### src/rtl/rt_pkg.sv
package rt_pkg;

   // per-block entry encoding
   typedef enum logic [1:0] {
      ENT_IDLE  = 2'd0,   // erased or holding normal-mode data
      ENT_FRESH = 2'd1,   // relaxed data written in the current period
      ENT_DUE   = 2'd2,   // must be moved during this period
      ENT_SENT  = 2'd3    // request accepted, waiting for release
   } ent_t;

endpackage

### src/rtl/rt_scan.sv
module rt_scan #(
   parameter int NUM_BLOCKS = 64,
   parameter int IDX_W      = 6
) (
   input  logic             clk,
   input  logic             rst_n,
   input  logic             period_tick,
   output logic             scan_act,
   output logic [IDX_W-1:0] scan_idx
);

   localparam logic [IDX_W-1:0] LAST_IDX = IDX_W'(NUM_BLOCKS - 1);

   always_ff @(posedge clk or negedge rst_n) begin
      if (!rst_n) begin
         scan_act <= 1'b0;
         scan_idx <= '0;
      end else if (!scan_act) begin
         if (period_tick) begin
            scan_act <= 1'b1;
            scan_idx <= '0;
         end
      end else if (scan_idx == LAST_IDX) begin
         scan_act <= 1'b0;
         scan_idx <= '0;
      end else begin
         scan_idx <= scan_idx + 1'b1;
      end
   end

endmodule

### src/rtl/rt_table.sv
module rt_table
   import rt_pkg::*;
#(
   parameter int NUM_BLOCKS = 64,
   parameter int IDX_W      = 6
) (
   input  logic                  clk,
   input  logic                  rst_n,
   input  logic                  wr_valid,
   input  logic [IDX_W-1:0]      wr_blk,
   input  logic                  wr_first,
   input  logic                  wr_relaxed,
   input  logic                  rel_valid,
   input  logic [IDX_W-1:0]      rel_blk,
   input  logic                  scan_act,
   input  logic [IDX_W-1:0]      scan_idx,
   input  logic                  hs,
   input  logic [IDX_W-1:0]      hs_blk,
   output logic [NUM_BLOCKS-1:0] due_vec,
   output logic                  scan_miss
);

   logic [NUM_BLOCKS-1:0] miss_vec;
   logic                  wr_ev;

   assign wr_ev = wr_valid & wr_first & wr_relaxed;

   for (genvar i = 0; i < NUM_BLOCKS; i++) begin : g_ent
      ent_t st_q;
      ent_t st_d;
      logic rel_hit;
      logic wr_hit;
      logic scan_hit;
      logic hs_hit;

      assign rel_hit  = rel_valid & (rel_blk  == IDX_W'(i));
      assign wr_hit   = wr_ev     & (wr_blk   == IDX_W'(i));
      assign scan_hit = scan_act  & (scan_idx == IDX_W'(i));
      assign hs_hit   = hs        & (hs_blk   == IDX_W'(i));

      always_comb begin
         st_d = st_q;
         if (rel_hit) begin
            st_d = ENT_IDLE;
         end else if (wr_hit) begin
            if (st_q == ENT_IDLE) st_d = ENT_FRESH;
         end else if (hs_hit && st_q == ENT_DUE) begin
            st_d = ENT_SENT;
         end else if (scan_hit && st_q == ENT_FRESH) begin
            st_d = ENT_DUE;
         end
      end

      always_ff @(posedge clk or negedge rst_n) begin
         if (!rst_n) st_q <= ENT_IDLE;
         else        st_q <= st_d;
      end

      assign due_vec[i]  = (st_q == ENT_DUE);
      assign miss_vec[i] = scan_hit & ~rel_hit & ~wr_hit &
                           ((st_q == ENT_DUE) | (st_q == ENT_SENT));
   end

   assign scan_miss = |miss_vec;

endmodule

### src/rtl/rt_pick.sv
module rt_pick #(
   parameter int NUM_BLOCKS = 64,
   parameter int IDX_W      = 6
) (
   input  logic [NUM_BLOCKS-1:0] due_vec,
   output logic                  any_due,
   output logic [IDX_W-1:0]      pick_idx
);

   assign any_due = |due_vec;

   // lowest set index wins
   always_comb begin
      pick_idx = '0;
      for (int k = NUM_BLOCKS - 1; k >= 0; k--) begin
         if (due_vec[k]) pick_idx = IDX_W'(k);
      end
   end

endmodule

### src/rtl/rt_issue.sv
module rt_issue #(
   parameter int STAGGER_CYCLES = 1000,
   parameter int IDX_W          = 6
) (
   input  logic             clk,
   input  logic             rst_n,
   input  logic             any_due,
   input  logic [IDX_W-1:0] pick_idx,
   input  logic             req_ready,
   output logic             req_valid,
   output logic [IDX_W-1:0] req_blk,
   output logic             hs
);

   localparam int CW = $clog2(STAGGER_CYCLES + 1);
   localparam logic [CW-1:0] RELOAD = CW'(STAGGER_CYCLES - 1);

   logic [CW-1:0] gap_q;

   assign hs = req_valid & req_ready;

   always_ff @(posedge clk or negedge rst_n) begin
      if (!rst_n) begin
         req_valid <= 1'b0;
         req_blk   <= '0;
         gap_q     <= '0;
      end else if (hs) begin
         req_valid <= 1'b0;
         gap_q     <= RELOAD;
      end else begin
         if (gap_q != '0) gap_q <= gap_q - 1'b1;
         if (!req_valid && gap_q == '0 && any_due) begin
            req_valid <= 1'b1;
            req_blk   <= pick_idx;
         end
      end
   end

endmodule

### src/rtl/retention_tracker.sv
module retention_tracker #(
   parameter  int NUM_BLOCKS     = 64,
   parameter  int STAGGER_CYCLES = 12_500_000,
   localparam int IDX_W          = (NUM_BLOCKS > 1) ? $clog2(NUM_BLOCKS) : 1
) (
   input  logic             clk,
   input  logic             rst_n,
   input  logic             period_tick,
   input  logic             wr_valid,
   input  logic [IDX_W-1:0] wr_blk,
   input  logic             wr_first,
   input  logic             wr_relaxed,
   input  logic             rel_valid,
   input  logic [IDX_W-1:0] rel_blk,
   input  logic             req_ready,
   input  logic             err_clear,
   output logic             req_valid,
   output logic [IDX_W-1:0] req_blk,
   output logic             ovf_err
);

   if (NUM_BLOCKS < 2) begin : g_bad_blocks
      $error("retention_tracker: NUM_BLOCKS must be at least 2");
   end
   if (STAGGER_CYCLES < 1) begin : g_bad_stagger
      $error("retention_tracker: STAGGER_CYCLES must be at least 1");
   end

   logic                  scan_act;
   logic [IDX_W-1:0]      scan_idx;
   logic [NUM_BLOCKS-1:0] due_vec;
   logic                  scan_miss;
   logic                  any_due;
   logic [IDX_W-1:0]      pick_idx;
   logic                  hs;

   rt_scan #(.NUM_BLOCKS(NUM_BLOCKS), .IDX_W(IDX_W)) u_scan (
      .clk         (clk),
      .rst_n       (rst_n),
      .period_tick (period_tick),
      .scan_act    (scan_act),
      .scan_idx    (scan_idx)
   );

   rt_table #(.NUM_BLOCKS(NUM_BLOCKS), .IDX_W(IDX_W)) u_table (
      .clk        (clk),
      .rst_n      (rst_n),
      .wr_valid   (wr_valid),
      .wr_blk     (wr_blk),
      .wr_first   (wr_first),
      .wr_relaxed (wr_relaxed),
      .rel_valid  (rel_valid),
      .rel_blk    (rel_blk),
      .scan_act   (scan_act),
      .scan_idx   (scan_idx),
      .hs         (hs),
      .hs_blk     (req_blk),
      .due_vec    (due_vec),
      .scan_miss  (scan_miss)
   );

   rt_pick #(.NUM_BLOCKS(NUM_BLOCKS), .IDX_W(IDX_W)) u_pick (
      .due_vec  (due_vec),
      .any_due  (any_due),
      .pick_idx (pick_idx)
   );

   rt_issue #(.STAGGER_CYCLES(STAGGER_CYCLES), .IDX_W(IDX_W)) u_issue (
      .clk       (clk),
      .rst_n     (rst_n),
      .any_due   (any_due),
      .pick_idx  (pick_idx),
      .req_ready (req_ready),
      .req_valid (req_valid),
      .req_blk   (req_blk),
      .hs        (hs)
   );

   always_ff @(posedge clk or negedge rst_n) begin
      if (!rst_n)         ovf_err <= 1'b0;
      else if (scan_miss) ovf_err <= 1'b1;
      else if (err_clear) ovf_err <= 1'b0;
   end

endmodule

### config.mk
export PLATFORM = sky130hd
export DESIGN_NAME = retention_tracker
export DESIGN_NICKNAME = d
export VERILOG_FILES = /design/src/rtl/rt_pkg.sv /design/src/rtl/rt_scan.sv /design/src/rtl/rt_table.sv /design/src/rtl/rt_pick.sv /design/src/rtl/rt_issue.sv /design/src/rtl/retention_tracker.sv
export SDC_FILE = /design/constraint.sdc
export NUM_CORES = 1
export LEC_CHECK = 0
export BUFFER_PORTS_ARGS = -buffer_cell sky130_fd_sc_hd__buf_2
export CORE_MARGIN = 3
export CORE_UTILIZATION = 41
export CTS_BUF_LIST = sky130_fd_sc_hd__clkbuf_4
export DETAILED_ROUTE_END_ITERATION = 12
export GPL_ROUTABILITY_DRIVEN = 0
export SLEW_MARGIN = 20
export SYNTH_ARGS = -nofsm -noshare
export SYNTH_HDL_FRONTEND = slang
export SYNTH_SLANG_ARGS = --single-unit
### constraint.sdc
create_clock -name clk -period 4.23 [get_ports clk]
set_clock_uncertainty 0.05 [all_clocks]
set_input_delay 1.0575 -clock clk [delete_from_list [all_inputs] [get_ports clk]]
set_output_delay 1.0575 -clock clk [all_outputs]
set_load 0.02 [all_outputs]
==> flow_summary.toml, run 1 <==
[clock_network]
clk_pin_slew_ps = 150
cts_resized = 0
post_cts_buffers = 0
clock-root-buffer = "clkbuf_4"
cts_buffers = 17
cts.sinks = 167
cts_tree = "done"
htreeDepth = 4
cts_hold_buf = 0
clock_latency_ps = 640
clk_path_buf_depth = 2

[sta]
relSlewSlack = 0.379
tns_ps = 0
period_share = 0.789
post-route-min-period_ps = 3340
max_slew.worst_pin.slew_ps = 924
grt_setup_unrepaired = "no"
fmax_mhz = 300
hold_viol = 0
setup_viol = 0
slew_violations = 0

[worst_setup_path]
r2r_end = "ovf_err"
critPathKind = "in2reg"
arrival_ps = 3800
rr_startpoint = "u_scan.scan_act"
critPathMaxStageDelay_ps = 690
cp-end-kind = "register"
critPathBufInv = 1
cpMaxStageDelayCell = "or4b_2"
r2r_slack_ps = 1310
critical-path-top-delay-family = "simple AND/OR/NAND/NOR gates"
start_kind = "input port"
crit_fanout = 22
reg2reg_depth = 7
cp_cell_sequence = "buf_2, or4b_2, nor3_1, nor3_1, nand3b_1, nand4_1, nor4_1, nand4_1"
critical_path_required_ps = 4700

[power]
swShare = 0.451
p_seq_frac = 0.432
p_sw_mw = 2.69
p_int_mw = 3.28
total_leakage_power_nw = 4.60
p_comb_frac = 0.407
power.share.clock = 0.161
peakVddDrop_v = 0.000349
p_per_area_nw_per_um2 = 491

[placement]
dp_hpwl_um = 32600
port-buffer-count = 28
dp.cells = 1789

[synthesis]
ys_ff_latch = 167
synth_fp_nets = 1469
yosysWarnings = 0
synthFlopType = "dfrtp_1"
yosysSeqAreaShare = 0.372
syn-instance-count = 1443
synth_top_area_frac = 0.372
synth_area_leaders = "dfrtp_1, nor2_1, o21ai_0, a21oi_1, nand2_1"
syn_area_um2 = 11200
avgSynthCellArea_um2 = 7.80
synth_cell_types = 69
synth-edff-count = 0
async_flop_share = 1.00
yosysTopAreaCell = "dfrtp_1"

[global_route]
grt_pass1_vias = 10500
grt_pass1_wl_um = 64800
antenna_found_initial = 1
grt_max_degree = 91
track_usage = 0.293
overflow = 0

[worst_hold_path]
hold_class = "in2async"

[finish]
regArea_um2 = 4180
final_nets = 1499
multi_input_area_um2 = 6770
area_growth_pct = 8.20
fillerInstances = 2661
drive_above_1_share = 0.0942
fin_cells = 1825

[die]
die_height_um = 172
start_util = 0.424
die_x_um = 172
core_area_um2 = 26500
io_pins = 29
die-area_um2 = 29500
rows = 59

[routing]
dr.first_iter.drc_count = 1806
wl_um = 43300
drc = 0
wl_per_cell_um = 23.7
ant_nets = 0
dr.pass1.iters = 7
drt-vias-per-instance = 6.57
vias = 12000

[status]
status = "finished clean"

[flow_run]
drv_cap = 0
synthesized netlist by cell type (all sizes together), types with 10 or more instances:
cell and number:
nand2b 43, nand4b 26, nand2 104, a211oi 32, or4 13, nor2b 59, nand3 40, a22oi 11
nor2 269, nand3b 33, clkbuf 47, dfrtp 167, inv 26, nor3 68, nand4 25, a31o 20
a21oi 110, nor4 27, and3 13, a31oi 33, o2111ai 10, or3 19, o21ai 115
per-layer routing:
metal  up-vias  GRT usage  wire (um)
met5         -          0          0
li1       5379          -          -
met1      5728      0.431      18600
met4         0      0.121       1710
met2       774      0.407      17700
met3       118     0.0765       5330
cell families (layout without fill, tap and decap cells):
| kind of cell | after synthesis | count (layout) | synth area share |
|---|---|---|---|
| AOI/OAI and AO/OA | 385 | 385 | 0.213 |
| DFF | 167 | 167 | 0.372 |
| muxes | 7 | 7 | 0.00634 |
| xor gates and xnor gates | 18 | 18 | 0.0140 |
| adders and majority gates | 5 | 5 | 0.00556 |
| buffers and inverters | 78 | 121 | 0.0264 |
| and+or+nand+nor | 783 | 783 | 0.363 |
| other | 0 | 4 | 0 |
worst register-to-register path, cell delays in order (launching register included):
cell and delay [ps]:
dfrtp_1 640, nand2b_1 130, or2_2 580, or2_2 430
or4b_2 740, nand4_1 150, nor3_1 90, nand4_1 80
registers in the layout, summed over array words and instances (netlist names):
| signal | flops |
|---|---|
| u_issue.req_blk | 6 |
| u_table.g_ent.st_q | 128 |
| u_scan.scan_act | 1 |
| u_issue.req_valid | 1 |
| ovf_err | 1 |
| u_scan.scan_idx | 6 |
| u_issue.gap_q | 24 |
stage by stage:
stage / util / total power, mW / setup WS, ps / area [um^2] / hold WS (ps)
global placement: 0.449 / 4.91 / 392 / 11900 / 448
detailed placement: 0.449 / 4.94 / 441 / 11900 / 453
global route: 0.459 / 6.35 / 1030 / 12200 / 458
CTS: 0.459 / 5.90 / 1150 / 12200 / 440
floorplan: - / 4.11 / 1120 / 11200 / 433
finish: 0.459 / 5.97 / 894 / 12200 / 437
power by group through the flow:
stage	clock [mW]	combinational (mW)	sequential [mW]
final	0.961	2.43	2.58
after global routing	1.05	2.67	2.64
after floorplan	0	1.72	2.39
after CTS	0.981	2.37	2.55
after detailed placement	0	2.37	2.58
after global placement	0	2.34	2.57
layout by cell type (no fill, tap or decap), types with 25 or more instances in the layout:
cell,n
nand2b_1,43
nor4_1,26
nand2_1,104
nand4_1,25
nand3_1,40
o21ai_0,115
nand3b_1,33
nor2_1,269
a31oi_1,33
inv_1,26
nand4b_1,26
nor3_1,67
a211oi_1,32
dfrtp_1,167
buf_4,34
nor2b_1,59
buf_2,27
a21oi_1,110
how the worst max path moves through the flow:
stage,from,to,slack [ps],cells after the start
2_1_floorplan,wr_blk[1],ovf_err,1120,8
3_3_place_gp,wr_blk[1],ovf_err,390,8
3_5_place_dp,wr_blk[3],ovf_err,440,8
4_1_cts,wr_blk[3],ovf_err,1150,8
5_1_grt,wr_blk[0],ovf_err,1030,8
6_report,wr_blk[0],ovf_err,890,8
layout make-up:
type                       instances  share of cell area
antenna                            4            0.000822
clock buffer                      18              0.0111
clock inverter                    14              0.0111
inverter                          26             0.00802
multi-input combinational       1198               0.556
sequential                       167               0.343
tap                              335              0.0344
timing repair buffer              63              0.0346
Power figures use the tool's default switching activity.
==> inputs of run 2 (changes only) <==
- clock period: 4.23 -> 3.4 ns (I/O delays scaled with it)
==> flow_summary.toml, run 2 (synthesis results as in run 1) <==
[die]
core_area_um2 = 26500
start_util = 0.424
die_x_um = 172
die-area_um2 = 29500
die_height_um = 172
rows = 59
io_pins = 29

[global_route]
overflow = 0
track_usage = 0.302
grt_pass1_vias = 11100
antenna_found_initial = 3
grt_max_degree = 74
grt_pass1_wl_um = 66500

[finish]
reg_top3 = "u_table.g_ent.st_q x128, u_issue.gap_q x24"
design_area_um2 = 12500
final_common_cell = "nor2_1"
multi_input_area_um2 = 6770
regMostFlops = "u_table.g_ent.st_q"
drive_above_1_share = 0.116
fillerInstances = 2648
final_nets = 1535
regArea_um2 = 4180
largest_register_ffs = 128
mostFrequentLayoutCells = "nor2_1, dfrtp_1, o21ai_0, a21oi_1, nand2_1"
area_growth_pct = 11.3

[power]
total_leakage_power_nw = 4.81
peakVddDrop_v = 0.000358
p_per_area_nw_per_um2 = 612

[sta]
tns_ps = 0
max_slew.worst_pin.slew_ps = 807
grt_setup_unrepaired = "no"
fmax_mhz = 350
fin_hold_ws_ps = 200
setup_viol = 0
post-route-min-period_ps = 2860
relSlewSlack = 0.462
slew_violations = 0
hold_viol = 0
period_share = 0.841

[routing]
dr.pass1.iters = 7
wl_um = 44100
vias = 12000
dr.first_iter.drc_count = 1791
drc = 0
drt-vias-per-instance = 6.45
ant_nets = 0
wl_per_cell_um = 23.8

[placement]
dpl_cell_area_um2 = 12200
dp_hpwl_um = 33500
port-buffer-count = 28

[status]
status = "finished clean"

[clock_network]
clk_pin_slew_ps = 150
htreeDepth = 4
cts.sinks = 167
cts_buffers = 17
clock_latency_ps = 630
clk_path_buf_depth = 2
cts_hold_buf = 0
post_cts_buffers = 0
cts_tree = "done"
clock-root-buffer = "clkbuf_4"
cts_resized = 0

[worst_setup_path]
reg2reg_depth = 9
start_kind = "register"
critPathKind = "reg2reg"
crit_fanout = 7
rr_startpoint = "u_scan.scan_idx[0]"
critical_path_required_ps = 3850
cp-end-kind = "register"
arrival_ps = 3310
r2r_end = "ovf_err"
r2r_slack_ps = 540

[flow_run]
drv_cap = 0

[worst_hold_path]
hold_class = "in2async"
run 2: cell count changes in the layout (fill, tap and decap cells not counted):
cell,change
buf_12,+3
buf_4,+33
bufinv_16,+2
clkinv_1,-1
clkinv_2,-2
clkinv_4,-2
clkinvlp_4,+1
diode_2,-3
inv_6,+1
run 2: cell type report:
cell class	count	area share
multi-input cells	1198	0.541
flip-flops and latches	167	0.334
repair buffers	99	0.0583
well taps	335	0.0335
clock inverters	13	0.0144
clock buffers	18	0.0108
inverters	26	0.00780
diodes	1	0.000200
run 2: worst max-delay path, stage by stage, from the launching register on:
cell and delay [ps]:
dfrtp_1 460, inv_1 90, ha_1 300, nand3_1 360, a311o_1 240, o22ai_1 110
a2111oi_0 640, nand4b_1 170, nor3_1 240, nand4_1 110
run 2: per-layer routing:
metal / wire length (um) / vias up / track usage
li1: - / 5458 / -
met1: 18400 / 5655 / 0.407
met2: 18200 / 745 / 0.435
met3: 5750 / 121 / 0.116
met4: 1800 / 2 / 0.124
met5: 13 / - / 0
run 2: power by group:
| group | switching [mW] | total (mW) | internal, mW |
|---|---|---|---|
| sequential | 0.657 | 3.16 | 2.50 |
| clock | 0.771 | 1.36 | 0.584 |
| combinational | 1.95 | 3.15 | 1.20 |
| total | 3.38 | 7.67 | 4.29 |
run 2: per-stage QoR:
| stage | util | cells | worst slack, ps | power (mW) |
|---|---|---|---|---|
| 6_report | 0.472 | 1857 | 541 | 7.67 |
| 5_1_grt | 0.472 | 1857 | 416 | 8.17 |
| 4_1_cts | 0.472 | 1856 | 613 | 7.55 |
| 3_5_place_dp | 0.460 | 1825 | 59.3 | 6.20 |
| 3_3_place_gp | 0.460 | 1825 | 23.6 | 6.15 |
| 2_1_floorplan | - | 1443 | 502 | 5.12 |
run 2: worst max-delay path by stage:
stage	startpoint	to	slack, ps
after detailed placement	rel_blk[1]	ovf_err	60
after global routing	u_table.g_ent[43].st_q[1]	u_issue.req_blk[2]	420
after global placement	wr_blk[1]	ovf_err	20
after floorplan	wr_blk[1]	ovf_err	500
final	u_scan.scan_idx[0]	ovf_err	540
after CTS	u_scan.scan_idx[0]	ovf_err	610
